--- src/rtl/mark_swap_pkg.sv ---
package mark_swap_pkg;
   typedef enum logic [2:0] {
      MS_IDLE  = 3'd0,
      MS_RD_LO = 3'd1,
      MS_RD_HI = 3'd2,
      MS_RD_SP = 3'd3,
      MS_WR_SP = 3'd4,
      MS_WR_LO = 3'd5,
      MS_WR_HI = 3'd6,
      MS_DONE  = 3'd7
   } ms_state_e;
endpackage

--- src/rtl/mark_swap_ctrl.sv ---
module mark_swap_ctrl
   import mark_swap_pkg::*;
#(
   parameter int ADDR_W       = 12,
   parameter int BIT_W        = 3,
   parameter int SPARE_AW     = 4,
   parameter int MARK_SLOT    = 0,
   parameter bit SKIP_ALIGNED = 1'b1
) (
   input  logic                clk,
   input  logic                rst_n,
   input  logic                start,
   input  logic [ADDR_W-1:0]   byte_off,
   input  logic [BIT_W-1:0]    bit_off,
   output ms_state_e           state,
   output logic [BIT_W-1:0]    bit_q,
   output logic                busy,
   output logic                done,
   output logic [ADDR_W-1:0]   d_addr,
   output logic                d_rd,
   output logic                d_wr,
   output logic [SPARE_AW-1:0] s_addr,
   output logic                s_rd,
   output logic                s_wr
);
   localparam logic [SPARE_AW-1:0] SLOT = SPARE_AW'(MARK_SLOT);

   ms_state_e         state_q, state_d;
   logic [ADDR_W-1:0] off_q;
   logic [ADDR_W-1:0] off_nx;
   logic              hi_wr_en;

   assign off_nx = off_q + ADDR_W'(1);

   always_comb begin
      state_d = state_q;
      unique case (state_q)
         MS_IDLE:  if (start) state_d = MS_RD_LO;
         MS_RD_LO: state_d = MS_RD_HI;
         MS_RD_HI: state_d = MS_RD_SP;
         MS_RD_SP: state_d = MS_WR_SP;
         MS_WR_SP: state_d = MS_WR_LO;
         MS_WR_LO: state_d = MS_WR_HI;
         MS_WR_HI: state_d = MS_DONE;
         MS_DONE:  state_d = MS_IDLE;
         default:  state_d = MS_IDLE;
      endcase
   end

   always_ff @(posedge clk or negedge rst_n) begin
      if (!rst_n) begin
         state_q <= MS_IDLE;
         off_q   <= '0;
         bit_q   <= '0;
      end else begin
         state_q <= state_d;
         if (state_q == MS_IDLE && start) begin
            off_q <= byte_off;
            bit_q <= bit_off;
         end
      end
   end

   generate
      if (SKIP_ALIGNED) begin : g_skip_aligned
         assign hi_wr_en = (bit_q != '0);
      end else begin : g_always_write
         assign hi_wr_en = 1'b1;
      end
   endgenerate

   assign state  = state_q;
   assign busy   = (state_q != MS_IDLE) && (state_q != MS_DONE);
   assign done   = (state_q == MS_DONE);
   assign d_rd   = (state_q == MS_RD_LO) || (state_q == MS_RD_HI);
   assign d_wr   = (state_q == MS_WR_LO) || ((state_q == MS_WR_HI) && hi_wr_en);
   assign d_addr = ((state_q == MS_RD_HI) || (state_q == MS_WR_HI)) ? off_nx : off_q;
   assign s_rd   = (state_q == MS_RD_SP);
   assign s_wr   = (state_q == MS_WR_SP);
   assign s_addr = SLOT;

   // the accepted start leads straight into a read of the low byte
   p_start_reads_lo_r8: assert property (@(posedge clk) disable iff (!rst_n)
      (state_q == MS_IDLE && start) |=> (d_rd && d_addr == $past(byte_off)));
   // read and write on the data port never overlap
   p_port_exclusive_r8: assert property (@(posedge clk) disable iff (!rst_n)
      !(d_rd && d_wr));
   // done lasts a single cycle and follows the last write slot
   p_done_pulse_r8: assert property (@(posedge clk) disable iff (!rst_n)
      done |=> !done);
   p_done_after_hi_r8: assert property (@(posedge clk) disable iff (!rst_n)
      $rose(done) |-> ($past(state_q) == MS_WR_HI));
   // latched offsets stay frozen while an exchange runs
   p_busy_freeze_r9: assert property (@(posedge clk) disable iff (!rst_n)
      (busy && start) |=> ($stable(off_q) && $stable(bit_q)));
   // an aligned exchange leaves the high byte unwritten
   p_aligned_hi_quiet_r5: assert property (@(posedge clk) disable iff (!rst_n)
      (SKIP_ALIGNED && bit_q == '0 && state_q == MS_WR_HI) |-> !d_wr);
endmodule

--- src/rtl/mark_swap_datapath.sv ---
module mark_swap_datapath
   import mark_swap_pkg::*;
#(
   parameter int BYTE_W = 8,
   parameter int BIT_W  = 3
) (
   input  logic              clk,
   input  logic              rst_n,
   input  ms_state_e         state,
   input  logic [BIT_W-1:0]  bit_q,
   input  logic [BYTE_W-1:0] d_rdata,
   input  logic [BYTE_W-1:0] s_rdata,
   output logic [BYTE_W-1:0] d_wdata,
   output logic [BYTE_W-1:0] s_wdata
);
   localparam int PAIR_W = 2 * BYTE_W;

   logic [BYTE_W-1:0] lo_q, hi_q, sp_q;
   logic [PAIR_W-1:0] pair, pair_sh, keep_mask, ins, merged;

   always_ff @(posedge clk or negedge rst_n) begin
      if (!rst_n) begin
         lo_q <= '0;
         hi_q <= '0;
         sp_q <= '0;
      end else begin
         if (state == MS_RD_HI) lo_q <= d_rdata;
         if (state == MS_RD_SP) hi_q <= d_rdata;
         if (state == MS_WR_SP) sp_q <= s_rdata;
      end
   end

   assign pair      = {hi_q, lo_q};
   assign pair_sh   = pair >> bit_q;
   assign keep_mask = ~({{BYTE_W{1'b0}}, {BYTE_W{1'b1}}} << bit_q);
   assign ins       = {{BYTE_W{1'b0}}, sp_q} << bit_q;
   assign merged    = (pair & keep_mask) | ins;

   assign s_wdata = pair_sh[BYTE_W-1:0];
   assign d_wdata = (state == MS_WR_HI) ? merged[PAIR_W-1:BYTE_W] : merged[BYTE_W-1:0];

   // the captured bytes hold steady across the write phase
   p_capture_stable_r3: assert property (@(posedge clk) disable iff (!rst_n)
      (state == MS_WR_LO || state == MS_WR_HI) |-> ($stable(lo_q) && $stable(hi_q)));
   // spare byte captured in the slot that writes the spare is kept for the data writes
   p_spare_held_r2: assert property (@(posedge clk) disable iff (!rst_n)
      (state == MS_WR_HI) |-> $stable(sp_q));
endmodule

--- src/rtl/mark_swap_unit.sv ---
module mark_swap_unit
   import mark_swap_pkg::*;
#(
   parameter int ADDR_W       = 12,
   parameter int BYTE_W       = 8,
   parameter int SPARE_AW     = 4,
   parameter int MARK_SLOT    = 0,
   parameter bit SKIP_ALIGNED = 1'b1,
   localparam int BIT_W       = $clog2(BYTE_W)
) (
   input  logic                clk,
   input  logic                rst_n,
   input  logic                start,
   input  logic [ADDR_W-1:0]   byte_off,
   input  logic [BIT_W-1:0]    bit_off,
   output logic                busy,
   output logic                done,
   output logic [ADDR_W-1:0]   d_addr,
   output logic                d_rd,
   output logic                d_wr,
   output logic [BYTE_W-1:0]   d_wdata,
   input  logic [BYTE_W-1:0]   d_rdata,
   output logic [SPARE_AW-1:0] s_addr,
   output logic                s_rd,
   output logic                s_wr,
   output logic [BYTE_W-1:0]   s_wdata,
   input  logic [BYTE_W-1:0]   s_rdata
);
   ms_state_e        state;
   logic [BIT_W-1:0] bit_q;

   initial begin
      assert (BYTE_W >= 2 && (1 << BIT_W) == BYTE_W)
         else $error("BYTE_W must be a power of two of at least 2");
      assert (ADDR_W >= 1) else $error("ADDR_W must be positive");
      assert (MARK_SLOT >= 0 && MARK_SLOT < (1 << SPARE_AW))
         else $error("MARK_SLOT outside the spare buffer");
   end

   mark_swap_ctrl #(
      .ADDR_W(ADDR_W), .BIT_W(BIT_W), .SPARE_AW(SPARE_AW),
      .MARK_SLOT(MARK_SLOT), .SKIP_ALIGNED(SKIP_ALIGNED)
   ) i_ctrl (
      .clk(clk), .rst_n(rst_n), .start(start), .byte_off(byte_off),
      .bit_off(bit_off), .state(state), .bit_q(bit_q), .busy(busy),
      .done(done), .d_addr(d_addr), .d_rd(d_rd), .d_wr(d_wr),
      .s_addr(s_addr), .s_rd(s_rd), .s_wr(s_wr)
   );

   mark_swap_datapath #(
      .BYTE_W(BYTE_W), .BIT_W(BIT_W)
   ) i_dp (
      .clk(clk), .rst_n(rst_n), .state(state), .bit_q(bit_q),
      .d_rdata(d_rdata), .s_rdata(s_rdata),
      .d_wdata(d_wdata), .s_wdata(s_wdata)
   );

   // the spare port only ever addresses the marker slot
   p_spare_slot_only_r6: assert property (@(posedge clk) disable iff (!rst_n)
      (s_rd || s_wr) |-> (s_addr == SPARE_AW'(MARK_SLOT)));
   // no strobe while idle
   p_idle_quiet_r1: assert property (@(posedge clk) disable iff (!rst_n)
      (!busy && !done) |-> !(d_rd || d_wr || s_rd || s_wr));
endmodule

--- config.mk ---
export PLATFORM = sky130hd
export DESIGN_NAME = mark_swap_unit
export DESIGN_NICKNAME = d
export VERILOG_FILES = /design/src/rtl/mark_swap_pkg.sv /design/src/rtl/mark_swap_ctrl.sv /design/src/rtl/mark_swap_datapath.sv /design/src/rtl/mark_swap_unit.sv
export SDC_FILE = /design/constraint.sdc
export NUM_CORES = 1
export LEC_CHECK = 0
export BUFFER_PORTS_ARGS = -buffer_cell sky130_fd_sc_hd__buf_2
export CAP_MARGIN = 20
export CELL_PAD_IN_SITES_DETAIL_PLACEMENT = 1
export CELL_PAD_IN_SITES_GLOBAL_PLACEMENT = 1
export CORE_MARGIN = 2
export CORE_UTILIZATION = 40
export CTS_CLUSTER_SIZE = 10
export DETAILED_ROUTE_END_ITERATION = 7
export GPL_ROUTABILITY_DRIVEN = 0
export PLACE_DENSITY = 0.81
export RECOVER_POWER = 25
export SLEW_MARGIN = 10
export SYNTH_ARGS = -nofsm -noshare
export SYNTH_HDL_FRONTEND = slang
export SYNTH_SLANG_ARGS = --single-unit
export TNS_END_PERCENT = 20
--- constraint.sdc ---
create_clock -name clk -period 1.91 [get_ports clk]
set_clock_uncertainty 0.15 [all_clocks]
set_input_delay 0.0955 -clock clk [delete_from_list [all_inputs] [get_ports clk]]
set_output_delay 0.0955 -clock clk [all_outputs]
set_load 0.01 [all_outputs]
### Word-level counts from Yosys, hierarchy flattened

Cells that the tools add are included.

| word-level totals | value |
|---|---|
| flip-flop bits (word level) | 42 |
| bits in latches | 0 |
| RAM bits | 0 |
| ROM bits | 0 |
| input port bits | 34 |
| output and inout bits | 38 |
| logic and storage cells | 35 |
| memories | 0 |

| operators by class | value |
|---|---|
| $add $sub $neg | 1 |
| $mul | 0 |
| div/mod/pow operators | 0 |
| magnitude comparators | 0 |
| eq/ne operators | 9 |
| shift operators | 3 |
| muxes and demuxes | 4 |
| bitwise operators | 3 |
| reductions and logical operators | 9 |

Operator list:

| cell | number |
|---|---|
| 3-bit case mux with 8 select lines | 1 |
| 16-bit bitwise AND | 1 |
| 16-bit NOT | 1 |
| 16-bit OR | 1 |
| 8-bit by 3-bit << shifter with 16-bit output | 1 |
| 8-bit by 3-bit << shifter with 16-bit output, first input constant | 1 |
| 16-bit by 3-bit >> shifter with 8-bit output | 1 |
| 12-bit by 1-bit adder with 12-bit output, second input constant | 1 |
| 3-bit == test, second input constant | 4 |
| 12-bit two-way mux | 1 |
| 8-bit two-way mux | 1 |
| 3-bit by 2-bit == test with 1-bit output, second input constant | 2 |
| 3-bit nonzero test | 2 |
| 3-bit by 1-bit == test with 1-bit output, second input constant | 1 |
| 1-bit logical AND | 3 |
| 3-bit logical NOT | 1 |
| 1-bit logical OR | 3 |
| 3-bit two-way mux | 1 |
| 3-bit inequality test, second input constant | 1 |
| 2-bit inequality test, second input constant | 1 |

### Longest topological paths before layout

| depth | value |
|---|---|
| depth in word-level cells | 5 |
| gate-level depth with buffers | 7 |

### By module

From an unflattened synthesis, not the netlist that was laid out.

| second synthesis, totals | value |
|---|---|
| cell total of the unflattened synthesis | 264 |
| area, all modules | 2949.1 um2 |

By module, submodules not included:

| module | times used | cells each | area an instance (um2) | sequential area each (um2) |
|---|---|---|---|---|
| mark_swap_datapath | 1 | 170 | 1923.1 | 600.6 |
| mark_swap_ctrl | 1 | 94 | 1026.0 | 450.4 |

### Least setup slack after synthesis

No wires, ideal clock.

| path | value |
|---|---|
| kind | reg2reg |
| start point | register i_ctrl.state_q[1], in the netlist i_ctrl.state[1] |
| end point | register i_ctrl.bit_q[0] |
| setup time | 125 ps |
| arrival | 1461 ps |
| required time | 1635 ps |
| setup slack | 174 ps |
| cell stages (with the launch flop) | 5 |
| buffers on the path | 2 |
| clock period less this slack | 1736 ps |
| cells stage by stage | dfrtp_1 buf_6 nor4b_4 buf_6 mux2_2 |

| on the way | value |
|---|---|
| cells in the longest elaborated chain, start to end | 2 |

RTL lines:

| element | line | text |
|---|---|---|
| start, declared | mark_swap_ctrl.sv:28 | `ms_state_e state_q, state_d;` |
| start signal, assigned | mark_swap_ctrl.sv:56 | `state_q <= state_d;` |
| 3-bit logical NOT | mark_swap_ctrl.sv:57 | `if (state_q == MS_IDLE && start) begin` |
| 1-bit logical AND | mark_swap_ctrl.sv:57 |  |
| end signal, assigned | mark_swap_ctrl.sv:59 | `bit_q <= bit_off;` |
| end, declared | mark_swap_ctrl.sv:16 | `output logic [BIT_W-1:0] bit_q,` |

Every way passes these cells.
A chain may end at the register's enable or synchronous reset.

### Worst setup path in the final report

| path | value |
|---|---|
| start point | register i_ctrl.bit_q[0] |
| end point | output port d_wdata[3] |

| on the way | value |
|---|---|
| cells in the longest elaborated chain, start to end | 5 |

RTL lines:

| element | line | text |
|---|---|---|
| 8-bit by 3-bit << shifter with 16-bit output | mark_swap_datapath.sv:35 | `assign keep_mask = ~({{BYTE_W{1'b0}}, {BYTE_W{1'b1}}} << bit_q);` |
| 16-bit NOT | mark_swap_datapath.sv:35 |  |
| 16-bit bitwise AND | mark_swap_datapath.sv:37 | `assign merged = (pair & keep_mask) \| ins;` |
| 16-bit OR (*) | mark_swap_datapath.sv:37 |  |
| 8-bit two-way mux (*) | mark_swap_datapath.sv:40 | `assign d_wdata = (state == MS_WR_HI) ? merged[PAIR_W-1:BYTE_W] : merged[BYTE_W-1:0];` |
| end, declared | mark_swap_unit.sv:21 | `output logic [BYTE_W-1:0] d_wdata,` |

Mark *: on every way between the ends. The rest lies on a longest branch, timed or not.

==> results.md <==
- Status: finished, violations left
- Violated checks: setup timing
- Fillcell total: ~760
- Pwr/cell area: 2000 nW/um^2
- Share of cells above drive strength 1: approximately half
- #FFs+latches synth: 42
- Die Ht: 88.0 um
- Drt pass-1 iters: 4
- Final Non-Filler Cells: between 400 and 500
- Yosys Warn Count: 0
- First-pass GRT wire length: roughly 14,000 um
- Placed Instance Area: 3320 sq um
- Setup violators final: 21
- Synth unique cells: 46
- Buf/Inv on CP: 2
- Multi-input gate area: roughly 1800 sq um
- Yosys top cell by area: dfrtp_1
- Fin area: between 3000 and 4000 sq um
- Worst setup EP type: output pin
- Die area: 7740 sq um
- Fin crit share: 116%
- WL met2: ~4800 um
- Clk root buf: clkbuf_8
- CTS Buf Count: 5
- Max cap viols: 0
- Worst-case clock buffer depth: 2
- DR vias: between 2,000 and 3,000
- CP cell instances: buf_8 -> mux2i_4 -> mux2i_1 -> mux4_2 -> buf_2
- DPL Wire Length: roughly 5700 um
- Slew headroom: between 20% and 30%
- Post-synth EDFFs: 0
- Die Wd: ~88 um
- Post-synth ARST share: between 90% and 100%
- CTS Sinks: 42
- Initial DRC count: slightly below 100
- Sequential area share after synthesis: about 37%
- Place WS: -0.00836 ns
- Critical path depth: 5
- I/O pins: around 70
- Placed Cells: around 430
- Syn Area/Cell: 10.5 sq um
- Core area: 6790 sq um
- R2R Setup Slk: between 0.15 and 0.2 ns
- Remaining DRCs: 0
- Syn Inst Count: 268
- Setup Buffers After CTS: 0
- Final WS setup: -0.311 ns
- CTS tree: done
- Antenna viol nets, final: 0
- Count of final max-slew check failures: 0
- Number of global-route vias before repair: approximately 2,700
- Hold WC Path Type: reg -> reg
- Crit path max-delay cell type: dfrtp_2
- CP delay by family, top: multiplexers
- Total GRT Usage: 23.2%
- Synth top area share: between 30% and 40%
- Top sig layer: met4
- Peak supply drop: a little over 0.0008 V
- CP required: ~1.7 ns
- Initial antenna violation count: 0
- PortBufs: between 60 and 70
- Initial core utilization: between 40% and 50%
- Antenna cell count: 0
- Worst path max stage delay: 0.49 ns
- Largest net degree at the start of global routing: 43
- CP Launch Type: flip-flop
- Leak Pwr: roughly 0.0017 uW
- R2R depth: 4
- Synthesized area: roughly 2800 sq um
- Global route overflow: 0
- H-tree Lvls: 2
- Routed WL: about 9000 um
- Routed WL per cell: between 15 and 20 um
- Met3 Wirelength: between 300 and 400 um
- Metal-1 WL: ~3700 um
- Unrepaired setup endpoints after global routing: yes
- Final Hold Violating Endpoints: 0
- Setup_tns: -3.75 ns
- CP Max Fanout: 7
- WHS Path Cells: 1
- Tot Pwr: 7910 uW
- Count of nets after finishing: 410
- Fmax: roughly 0.45 GHz
- CTS clk-pin slew, worst paths: approximately 0.080 ns
- Clock Latency Late Sink: approximately 0.30 ns
- Vias per cell: around 5.4
- Most used DFF post-synth: dfrtp_1
- Synth top area cells: dfrtp_1, mux2_2, mux2i_1
- CP arrival: about 2 ns
- Worst-margin pin slew: between 1 and 1.5 ns
- Minimum clock period: ~2.2 ns
- Layout area overhead: 39.9%
- FF+latch area: 1060 sq um
- Crit path kind: reg -> out
- Row count: 30
layout by cell type, fill, tap and decap left out, drive strengths merged:
cell	Yosys	layout
nor2	13	13
nor2b	3	3
or2	1	1
and2b	1	1
nand2	26	26
dlygate4sd3	0	33
nor3b	2	2
conb	1	4
a211oi	3	3
a221o	2	2
o32ai	1	1
xnor2	6	6
clkbuf	2	6
a21oi	13	13
dfrtp	42	42
a31oi	1	1
nand2b	4	4
o21ai	16	16
and3b	1	1
clkinv	0	2
mux2	48	48
inv	3	3
and2	1	1
and3	2	2
a32oi	1	1
nor3	5	5
bufinv	0	1
mux2i	23	23
xor2	5	5
nand4	5	5
nand4b	1	1
ha	1	1
nand3	2	2
buf	22	87
o211ai	4	4
mux4	4	4
a221oi	1	1
nor4b	2	2
worst register-to-register path: stages, from the launching register on:
cell and delay, ns:
dfrtp_2 0.45, buf_4 0.18, nor4b_4 0.32, buf_12 0.20, mux2_2 0.35
metal layers:
metal | track usage, % | vias up
li1 | - | 1168
met1 | 28.0 | 1283
met2 | 40.7 | 90
met3 | 4.43 | 17
met4 | 8.95 | 0
met5 | 0 | -
synthesized netlist by cell type (all sizes together) (2+ instances only):
library cell and instances:
xor2 5, nor2b 3, a21oi 13, nor3b 2, mux2 48, a211oi 3, and3 2, xnor2 6
mux2i 23, buf 22, nor2 13, o211ai 4, o21ai 16, clkbuf 2, a221o 2, nor3 5
mux4 4, inv 3, nand2 26, dfrtp 42, nand4 5, nor4b 2, nand2b 4, nand3 2
kinds of logic after synthesis:
group,count (synthesis),share of synthesized area (%)
adder cells (fa/ha/maj),1,0.444
flip-flops,42,37.3
AO/OA/AOI/OAI,42,8.87
multiplexers,75,30.7
XOR/XNOR,11,3.42
other,1,0.133
buffers and inverters,27,6.21
AND/OR/NAND/NOR,69,13.0
where the power goes:
part | total [uW] | internal (uW) | switching (uW)
logic | 5020 | 2640 | 2390
clock network | 711 | 385 | 326
registers | 2170 | 1360 | 810
total | 7910 | 4380 | 3520
area by class of cell:
| class | count | area share (%) |
|---|---|---|
| timing repair buffer | 121 | 22.4 |
| multi-input combinational | 202 | 44.6 |
| clock inverter | 3 | 1.01 |
| sequential | 42 | 26.8 |
| clock buffer | 5 | 1.74 |
| tap | 96 | 3.04 |
| inverter | 3 | 0.285 |
through the flow:
step,hold slack (ns),util (%)
CTS,0.277,56.2
global placement,0.0418,48.8
global route,0.411,58.1
finish,0.397,58.1
floorplan,-0.350,-
detailed placement,0.0597,48.8
state kept, by name (all words and copies together), names as in the netlist:
register      count
i_ctrl.bit_q      3
i_ctrl.off_q     12
i_ctrl.state      3
i_dp.hi_q         8
i_dp.lo_q         8
i_dp.sp_q         8
path summary, 6_finish.rpt:
check / from / end
worst max register to register: i_ctrl.state[1] / i_ctrl.bit_q[0]
worst min-delay path: i_ctrl.off_q[11] / i_ctrl.off_q[11]
min in group asynchronous: rst_n / i_dp.lo_q[6]
max in group asynchronous: rst_n / i_ctrl.bit_q[0]
worst max-delay path: i_ctrl.bit_q[0] / d_wdata[3]
worst min register to register: i_ctrl.off_q[11] / i_ctrl.off_q[11]
timing repair:
item	CTS	global route
resized for setup	24	31
endpoints found under the hold margin	82	0
setup endpoints to repair	24	24
pin swaps	5	4
hold buffers	33	0
Note: power is estimated with default switching activity, not from simulation.
